[config.mk]
export PLATFORM = sky130hd
export DESIGN_NAME = nib_exec_unit
export DESIGN_NICKNAME = d
export VERILOG_FILES = /design/src/rtl/nib_exec_pkg.sv /design/src/rtl/nib_decode.sv /design/src/rtl/nib_alu.sv /design/src/rtl/nib_regfile.sv /design/src/rtl/nib_exec_unit.sv
export SDC_FILE = /design/constraint.sdc
export NUM_CORES = 1
export LEC_CHECK = 0
export BUFFER_PORTS_ARGS = -buffer_cell sky130_fd_sc_hd__buf_4
export CAP_MARGIN = 20
export CORE_ASPECT_RATIO = 0.6
export CORE_UTILIZATION = 50
export DETAILED_ROUTE_END_ITERATION = 8
export HOLD_SLACK_MARGIN = 0.02
export PLACE_DENSITY = 0.67
export SYNTH_ARGS = -nofsm -noshare
export SYNTH_HDL_FRONTEND = slang
export SYNTH_SLANG_ARGS = --single-unit
[constraint.sdc]
create_clock -name clk -period 7.1 [get_ports clk]
set_input_delay 0.71 -clock clk [delete_from_list [all_inputs] [get_ports clk]]
set_output_delay 0.71 -clock clk [all_outputs]
set_load 0.03 [all_outputs]
[src/rtl/nib_exec_pkg.sv]
package nib_exec_pkg;

    localparam int FIELD_W = 4;
    localparam int INSTR_W = 3 * FIELD_W;

    // primary codes, bits 11..8
    localparam logic [FIELD_W-1:0] PRI_EXT = 4'h0;
    localparam logic [FIELD_W-1:0] PRI_ADD = 4'h1;
    localparam logic [FIELD_W-1:0] PRI_ADC = 4'h2;
    localparam logic [FIELD_W-1:0] PRI_SUB = 4'h3;
    localparam logic [FIELD_W-1:0] PRI_SBB = 4'h4;
    localparam logic [FIELD_W-1:0] PRI_OR  = 4'h5;
    localparam logic [FIELD_W-1:0] PRI_AND = 4'h6;
    localparam logic [FIELD_W-1:0] PRI_XOR = 4'h7;
    localparam logic [FIELD_W-1:0] PRI_MOV = 4'h8;

    // extended codes, bits 7..4 when the primary field is zero
    localparam logic [FIELD_W-1:0] EXT_INC = 4'h2;
    localparam logic [FIELD_W-1:0] EXT_DEC = 4'h3;
    localparam logic [FIELD_W-1:0] EXT_RRC = 4'hD;

    typedef enum logic [3:0] {
        OP_NOP, OP_ADD, OP_ADC, OP_SUB, OP_SBB,
        OP_OR,  OP_AND, OP_XOR, OP_MOV,
        OP_INC, OP_DEC, OP_RRC
    } alu_op_e;

endpackage

[src/rtl/nib_decode.sv]
module nib_decode
    import nib_exec_pkg::*;
(
    input  logic [INSTR_W-1:0] instr_i,
    input  logic               valid_i,
    output alu_op_e            op_o,
    output logic [FIELD_W-1:0] a_idx_o,
    output logic [FIELD_W-1:0] b_idx_o,
    output logic [FIELD_W-1:0] dst_idx_o,
    output logic               we_o,
    output logic               upd_c_o,
    output logic               upd_z_o,
    output logic               upd_v_o
);

    logic [FIELD_W-1:0] f_pri, f_x, f_y;
    alu_op_e            op_raw;

    assign f_pri = instr_i[3*FIELD_W-1:2*FIELD_W];
    assign f_x   = instr_i[2*FIELD_W-1:FIELD_W];
    assign f_y   = instr_i[FIELD_W-1:0];

    always_comb begin
        op_raw    = OP_NOP;
        a_idx_o   = f_x;
        b_idx_o   = f_y;
        dst_idx_o = f_x;
        unique case (f_pri)
            PRI_EXT: begin
                a_idx_o   = f_y;
                dst_idx_o = f_y;
                unique case (f_x)
                    EXT_INC: op_raw = OP_INC;
                    EXT_DEC: op_raw = OP_DEC;
                    EXT_RRC: op_raw = OP_RRC;
                    default: op_raw = OP_NOP;
                endcase
            end
            PRI_ADD: op_raw = OP_ADD;
            PRI_ADC: op_raw = OP_ADC;
            PRI_SUB: op_raw = OP_SUB;
            PRI_SBB: op_raw = OP_SBB;
            PRI_OR:  op_raw = OP_OR;
            PRI_AND: op_raw = OP_AND;
            PRI_XOR: op_raw = OP_XOR;
            PRI_MOV: op_raw = OP_MOV;
            default: op_raw = OP_NOP;
        endcase
    end

    assign op_o = valid_i ? op_raw : OP_NOP;

    always_comb begin
        we_o    = 1'b1;
        upd_c_o = 1'b0;
        upd_z_o = 1'b0;
        upd_v_o = 1'b0;
        unique case (op_o)
            OP_ADD, OP_ADC, OP_SUB, OP_SBB: begin
                upd_c_o = 1'b1;
                upd_z_o = 1'b1;
                upd_v_o = 1'b1;
            end
            OP_OR, OP_AND, OP_XOR, OP_INC, OP_DEC: upd_z_o = 1'b1;
            OP_RRC: begin
                upd_c_o = 1'b1;
                upd_z_o = 1'b1;
            end
            OP_MOV:  we_o = 1'b1;
            default: we_o = 1'b0;
        endcase
    end

endmodule

[src/rtl/nib_alu.sv]
module nib_alu
    import nib_exec_pkg::*;
#(
    parameter int DATA_W = 4
) (
    input  alu_op_e           op_i,
    input  logic [DATA_W-1:0] a_i,
    input  logic [DATA_W-1:0] b_i,
    input  logic              c_i,
    output logic [DATA_W-1:0] res_o,
    output logic              c_o,
    output logic              v_o,
    output logic              z_o
);

    logic [DATA_W-1:0] add_b;
    logic              add_cin;
    logic [DATA_W:0]   chain;
    logic [DATA_W-1:0] sum;

    // operand conditioning for the shared ripple adder
    always_comb begin
        add_b   = b_i;
        add_cin = 1'b0;
        unique case (op_i)
            OP_ADC:  add_cin = c_i;
            OP_SUB:  begin add_b = ~b_i; add_cin = 1'b1; end
            OP_SBB:  begin add_b = ~b_i; add_cin = c_i;  end
            OP_INC:  begin add_b = '0;   add_cin = 1'b1; end
            OP_DEC:  begin add_b = '1;   add_cin = 1'b0; end
            default: ;
        endcase
    end

    assign chain[0] = add_cin;

    for (genvar i = 0; i < DATA_W; i++) begin : g_fa
        assign sum[i]     = a_i[i] ^ add_b[i] ^ chain[i];
        assign chain[i+1] = (a_i[i] & add_b[i]) | (chain[i] & (a_i[i] ^ add_b[i]));
    end

    always_comb begin
        res_o = sum;
        c_o   = chain[DATA_W];
        v_o   = chain[DATA_W] ^ chain[DATA_W-1];
        unique case (op_i)
            OP_OR:  res_o = a_i | b_i;
            OP_AND: res_o = a_i & b_i;
            OP_XOR: res_o = a_i ^ b_i;
            OP_MOV: res_o = b_i;
            OP_RRC: begin
                res_o = {c_i, a_i[DATA_W-1:1]};
                c_o   = a_i[0];
            end
            default: ;
        endcase
    end

    assign z_o = (res_o == '0);

endmodule

[src/rtl/nib_regfile.sv]
module nib_regfile #(
    parameter  int DATA_W   = 4,
    parameter  int NUM_REGS = 16,
    localparam int IDX_W    = $clog2(NUM_REGS)
) (
    input  logic              clk,
    input  logic              rst_n,
    input  logic              we_i,
    input  logic [IDX_W-1:0]  waddr_i,
    input  logic [DATA_W-1:0] wdata_i,
    input  logic [IDX_W-1:0]  raddr_a_i,
    output logic [DATA_W-1:0] rdata_a_o,
    input  logic [IDX_W-1:0]  raddr_b_i,
    output logic [DATA_W-1:0] rdata_b_o,
    input  logic [IDX_W-1:0]  raddr_d_i,
    output logic [DATA_W-1:0] rdata_d_o
);

    logic [DATA_W-1:0] regs [NUM_REGS];

    always_ff @(posedge clk) begin
        if (!rst_n) begin
            for (int i = 0; i < NUM_REGS; i++) regs[i] <= '0;
        end else if (we_i) begin
            regs[waddr_i] <= wdata_i;
        end
    end

    assign rdata_a_o = regs[raddr_a_i];
    assign rdata_b_o = regs[raddr_b_i];
    assign rdata_d_o = regs[raddr_d_i];

endmodule

[src/rtl/nib_exec_unit.sv]
module nib_exec_unit
    import nib_exec_pkg::*;
#(
    parameter int DATA_W = 4
) (
    input  logic               clk,
    input  logic               rst_n,
    input  logic [INSTR_W-1:0] instr_i,
    input  logic               instr_valid_i,
    input  logic [FIELD_W-1:0] dbg_idx_i,
    output logic [DATA_W-1:0]  dbg_data_o,
    output logic               flag_c_o,
    output logic               flag_z_o,
    output logic               flag_v_o
);

    localparam int NUM_REGS = 1 << FIELD_W;

    alu_op_e            dec_op;
    logic [FIELD_W-1:0] a_idx, b_idx, dst_idx;
    logic               rf_we, dec_upd_c, dec_upd_z, dec_upd_v;
    logic [DATA_W-1:0]  rd_a, rd_b, alu_res;
    logic               alu_c, alu_v, alu_z;

    nib_decode u_decode (
        .instr_i   (instr_i),
        .valid_i   (instr_valid_i),
        .op_o      (dec_op),
        .a_idx_o   (a_idx),
        .b_idx_o   (b_idx),
        .dst_idx_o (dst_idx),
        .we_o      (rf_we),
        .upd_c_o   (dec_upd_c),
        .upd_z_o   (dec_upd_z),
        .upd_v_o   (dec_upd_v)
    );

    nib_regfile #(.DATA_W(DATA_W), .NUM_REGS(NUM_REGS)) u_regs (
        .clk       (clk),
        .rst_n     (rst_n),
        .we_i      (rf_we),
        .waddr_i   (dst_idx),
        .wdata_i   (alu_res),
        .raddr_a_i (a_idx),
        .rdata_a_o (rd_a),
        .raddr_b_i (b_idx),
        .rdata_b_o (rd_b),
        .raddr_d_i (dbg_idx_i),
        .rdata_d_o (dbg_data_o)
    );

    nib_alu #(.DATA_W(DATA_W)) u_alu (
        .op_i  (dec_op),
        .a_i   (rd_a),
        .b_i   (rd_b),
        .c_i   (flag_c_o),
        .res_o (alu_res),
        .c_o   (alu_c),
        .v_o   (alu_v),
        .z_o   (alu_z)
    );

    always_ff @(posedge clk) begin
        if (!rst_n) begin
            flag_c_o <= 1'b0;
            flag_z_o <= 1'b0;
            flag_v_o <= 1'b0;
        end else begin
            if (dec_upd_c) flag_c_o <= alu_c;
            if (dec_upd_z) flag_z_o <= alu_z;
            if (dec_upd_v) flag_v_o <= alu_v;
        end
    end

endmodule

* After elaboration in Yosys (flattened, before gate mapping)
Memory sizes are Yosys's and may differ from the RTL's.
Index checks and enable logic that the tools add are counted.
** Storage, ports and cells
- Input port bits :: 19
- Bits in writable memories :: 64
- Bits in registers :: 3
- Memories :: 1
- Output and inout port bits :: 7
** Cells by class
- Reductions and logical operators :: 10
- Multiplexer cells :: 19
- Eq/ne operators :: 22
- Bitwise gates (word level) :: 25
** Memory list
- u_regs.regs :: words 16, bits a word 4, read ports 3, clocked after memory_dff 0, write ports 16, line nib_regfile.sv:19 : logic [DATA_W-1:0] regs [NUM_REGS];
** Operator list (count)
- one-hot mux 4 bit (9 select lines) :: 1
- == test 4 x 3 -> 1 bit (second input constant) :: 8
- == test 4 x 2 -> 1 bit (second input constant) :: 6
- == test 4 bit (second input constant) :: 6
- one-hot mux 4 bit (3 select lines) :: 2
- one-hot mux 4 bit (5 select lines) :: 1
- 2-to-1 mux 4 bit :: 4
- OR reduction 11 bit :: 1
- 2-to-1 mux 1 bit :: 10
- OR reduction 10 bit :: 1
- bitwise XOR 1 bit :: 9
- AND 1 bit :: 8
- == test 4 x 1 -> 1 bit (second input constant) :: 2
- logical NOT 4 bit :: 2
- OR reduction 4 bit :: 2
- OR reduction 2 bit :: 3
- OR reduction 5 bit :: 1
- AND 4 bit :: 1
- inverter 4 bit :: 1
- bitwise OR 1 bit :: 4
- bitwise OR 4 bit :: 1
- bitwise XOR 4 bit :: 1
- one-hot mux 1 bit (2 select lines) :: 1

* Logic depth before layout (Yosys ltp)
- Depth in word-level cells :: 17
- Mapped depth :: 18
- Gate-level depth less buffers :: 15

* Cells and area by module
From an unflattened synthesis, not the netlist that was laid out.
** Unflattened totals
- Cells, all modules :: 448
- Area total of the unflattened synthesis :: 5474.0 µm²
** Modules (own cells, without submodules)
- nib_regfile :: area an instance 4210.3 µm², cells each 290, instances 1
- nib_alu :: area an instance 818.3 µm², cells each 112, instances 1
- nib_decode :: area an instance 336.6 µm², cells each 37, instances 1
- nib_exec_unit :: area an instance 108.9 µm², cells each 9, instances 1

* Worst setup path after synthesis
OpenSTA, ideal clock, no wires.
- Path type :: input-to-reg
- Start point :: input port instr_i[0]
- End point :: memory u_regs.regs[14][3] (data pin)
- Data required time :: 6.960 ns
- Stages :: 18
- Library setup time :: 0.140 ns
- Slack :: 1.963 ns
- Data arrival time :: 4.998 ns
- Cells stage by stage :: buf_2 -> buf_2 -> mux4_2 -> mux2_2 -> nor2_1 -> a31oi_1 -> nand2b_1 -> a22oi_1 -> mux2i_1 -> fa_1 -> fa_1 -> fa_1 -> inv_1 -> fa_1 -> nand2_1 -> o21ai_1 -> buf_2 -> nor2_1
** RTL lines
- start: declaration :: line nib_exec_unit.sv:8 : input logic [INSTR_W-1:0] instr_i,
- end: declaration :: line nib_regfile.sv:19

==> results.md <==
- Final Slew Violations: 0
- Sinks on the clock net: 67
- Worst VDD drop: 0.000137 V
- Initial antenna violation count: 0
- Actual transition at the worst max-transition pin: 1.07 ns
- Cell at the root of the clock tree: sky130_fd_sc_hd__clkbuf_16
- # rows: 28
- Vertical die dimension: 80.9 µm
- Hold Violations, Final: 0
- Adder-cell share of the synthesized area: 3.47%
- Area inside the core boundary: 9950 µm²
- Depth of the CTS H-tree: 3
- CTS tree: done
- Vias in the first global route: 3897
- Number of distinct library cells after synthesis: 73
- Cell breakdown of the critical path: buf_4, nor4_4, mux2i_1, mux4_2, nand2_1, o31a_1, fa_1, fa_1, fa_1, a221o_1, a21oi_4, nor2_1
- Synth Area in XOR/XNOR: 0.169%
- Async set or reset register ratio after synthesis: 0%
- Via count: 4279
- Flop and latch count out of synthesis: 67
- Unrepaired setup endpoints after global routing: false
- Total length of routed met3 wires: 2420 µm
- Global-route wire length before repair: 24200 µm
- Wire length on met1: 7150 µm
- MaxCap Viol Count: 0
- Filler-free cell count of the finished design: 619
- Number of inserted filler cells in the final layout: 866
- Setup TNS: 0 ns
- Highest attainable clock frequency: 199 MHz
- Highest routed metal layer: met4
- Post-CTS Setup Bufs: 0
- Half-perimeter wire length of the detailed placement result: 12000 µm
- Clock-pin slew of the registers on the worst-case setup and hold paths: 0.06 ns
- Slowest cell on the critical path: sky130_fd_sc_hd__mux2i_1
- PnR worst setup slack: 2.06 ns
- Count of flip-flops with a built-in enable after synthesis: 64
- Data required time at the worst endpoint: 7.17 ns
- Final worst clock skew: 0.00872 ns
- Iteration-0 DRC Markers: 625
- Final period utilization: 70.9%
- Maximum buffer depth of the clock tree: 2
- Result of the run: completed
- Setup violation total in the final timing report: 0
- Die W: 133 µm
- IO buf count: 25
- Critical path capture point type: flop
- Count of hold buffers inserted by post-cts repair: 0
- Wirelength, routed: 16100 µm
- Overflow left after global routing: 0
- DIE AREA: 10800 µm²
- Tot GR Track Use: 31.7%
- Fin crit period: 5.04 ns
- Worst EP arrival: 5.11 ns
- Vias per cell: 6.91
- Number of routed nets with antenna violations: 0
- Average routed wire per standard cell: 26.1 µm
- Dominant combinational cell family by area after synthesis: multiplexers
- PD cells: 222 nW/µm²
- Most frequent CP cell: sky130_fd_sc_hd__fa_1
- Met2 wirelength from detailed routing: 6370 µm
- Antenna diode count: 0
- Max_slew headroom: 27.9%
- Placement-stage worst setup slack: 1.72 ns
- Number of iterations in the first detailed-routing pass: 5
- Startpoint kind of the worst setup timing path: input pin
- Clock insertion delay at the later pin of the skew report: 0.34 ns
- Gp weighted congestion: 0.986
- Path category of the worst min-delay check: reg2reg
- Count of mapped cells out of synthesis: 472
- Worst Setup Path Type: in2reg
- Share of the yosys chip area belonging to registers: 38.2%
- Leakage dissipation: 0.00213 µW
- Post-CTS Resized: 0
- Share of cells above drive strength 1: 21.5%
- Average size of a mapped cell: 11.0 µm²
- Final-stage net count: 510
- Share of cell area taken by muxes after synthesis: 24.8%
- Layout area overhead: 10.4%
- Multi-input combinational cell area: 3000 µm²
- Netlist area before placement: 5180 µm²
- Synthesized netlist net count: 503
- Maximum cell stage delay along the critical path: 0.79 ns
- Footprint of the flip-flops and latches: 1980 µm²
- Maximum fanout encountered on the critical timing path: 17
- Post-Synth Simple-Gate Area: 16.5%
- Compound-cell area share of the yosys netlist: 12.8%
- Cell total after placement: 603
- Largest net degree at the start of global routing: 24
- Starting Density: 52.1%
- Number of design rule violations left after detail routing: 0
- YS warnings: 0
- Most frequently used flop master after synthesis: sky130_fd_sc_hd__edfxtp_1
- Number of buffers added by the clock tree synthesis step: 9
- Io pins: 26
worst paths after layout:
| path | start | endpoint | slack, ns | cells after the start |
|---|---|---|---|---|
| worst max-delay path | instr_i[11] | u_regs.regs[11][2]$_SDFFCE_PN0P_ | 2.06 | 12 |
| worst min-delay path | flag_v_o$_SDFFE_PN0P_ | flag_v_o$_SDFFE_PN0P_ | 0.54 | 2 |
| worst min register to register | flag_v_o$_SDFFE_PN0P_ | flag_v_o$_SDFFE_PN0P_ | 0.54 | 2 |
| worst max register to register | u_regs.regs[6][0]$_SDFFCE_PN0P_ | u_regs.regs[11][2]$_SDFFCE_PN0P_ | 2.47 | 13 |
power by group:
part | leakage (µW) | switching, µW | internal [µW]
combinational | 0.00130 | 196 | 114
clock | 0.000149 | 182 | 308
sequential | 0.000685 | 20.7 | 449
total | 0.00213 | 399 | 871
layout make-up:
| class | count | area share (%) |
|---|---|---|
| inverter | 16 | 1.05 |
| clock buffer | 10 | 4.00 |
| multi-input combinational | 359 | 52.4 |
| tap | 135 | 2.95 |
| timing repair buffer | 26 | 3.41 |
| sequential | 67 | 34.6 |
| clock inverter | 6 | 1.55 |
per-stage QoR:
step                      hold WS [ns]  utilization (%)  instance area (µm²)  total power, µW
after floorplan                  0.648                -                 5180              685
after global placement           0.519             54.3                 5400              781
after detailed placement         0.525             54.3                 5400              779
after CTS                        0.540             57.5                 5720             1270
after global routing             0.573             57.5                 5720             1310
final                            0.536             57.5                 5720             1270
flip-flops by register name, summed over array words and instances (netlist names):
name	count
flag_c_o	1
flag_v_o	1
flag_z_o	1
u_regs.regs	64
synth_stat cells, types with 5 or more instances:
cell,number,area [µm²]
sky130_fd_sc_hd__inv_1,16,60.1
sky130_fd_sc_hd__nor3_1,7,35.0
sky130_fd_sc_hd__mux2i_1,25,250
sky130_fd_sc_hd__o21ai_0,8,40.0
sky130_fd_sc_hd__nand2_1,56,210
sky130_fd_sc_hd__ha_1,8,100
sky130_fd_sc_hd__mux2_2,9,101
sky130_fd_sc_hd__mux4_2,41,923
sky130_fd_sc_hd__edfxtp_1,64,1920
sky130_fd_sc_hd__clkbuf_1,13,48.8
sky130_fd_sc_hd__nor2_1,90,338
sky130_fd_sc_hd__and3_1,5,31.3
sky130_fd_sc_hd__o211ai_1,9,67.6
sky130_fd_sc_hd__buf_2,11,55.1
sky130_fd_sc_hd__a21oi_1,14,70.1
cell usage in the layout (no fill, tap or decap), types with 8 or more instances in the layout:
| master | count |
|---|---|
| sky130_fd_sc_hd__nand2_1 | 56 |
| sky130_fd_sc_hd__inv_1 | 16 |
| sky130_fd_sc_hd__clkbuf_16 | 9 |
| sky130_fd_sc_hd__ha_1 | 8 |
| sky130_fd_sc_hd__mux2_2 | 9 |
| sky130_fd_sc_hd__nor2_1 | 90 |
| sky130_fd_sc_hd__o21ai_0 | 8 |
| sky130_fd_sc_hd__a21oi_1 | 14 |
| sky130_fd_sc_hd__mux4_2 | 41 |
| sky130_fd_sc_hd__buf_4 | 26 |
| sky130_fd_sc_hd__edfxtp_1 | 64 |
| sky130_fd_sc_hd__mux2i_1 | 25 |
| sky130_fd_sc_hd__o211ai_1 | 9 |
cells by family after synthesis:
logic type,after synthesis
buffers and inverters,46
muxes,76
xor gates and xnor gates,1
DFF,67
adders and majority gates,12
and+or+nand+nor,190
AOI/OAI and AO/OA,80
metal layers:
| metal | vias up | GRT usage [%] |
|---|---|---|
| li1 | 1831 | - |
| met1 | 2118 | 48.2 |
| met2 | 306 | 41.6 |
| met3 | 24 | 11.1 |
| met4 | 0 | 8.07 |
| met5 | - | 4.63 |
worst max-delay path: cells and delay by family:
| kind | cells | cell delay (ns) |
|---|---|---|
| adder cells (fa/ha/maj) | 3 | 1.37 |
| multiplexers | 2 | 1.16 |
| AO/OA/AOI/OAI | 3 | 1.06 |
| AND/OR/NAND/NOR | 3 | 0.63 |
| buffers and inverters | 1 | 0.18 |
Note: power is estimated with default switching activity, not from simulation.
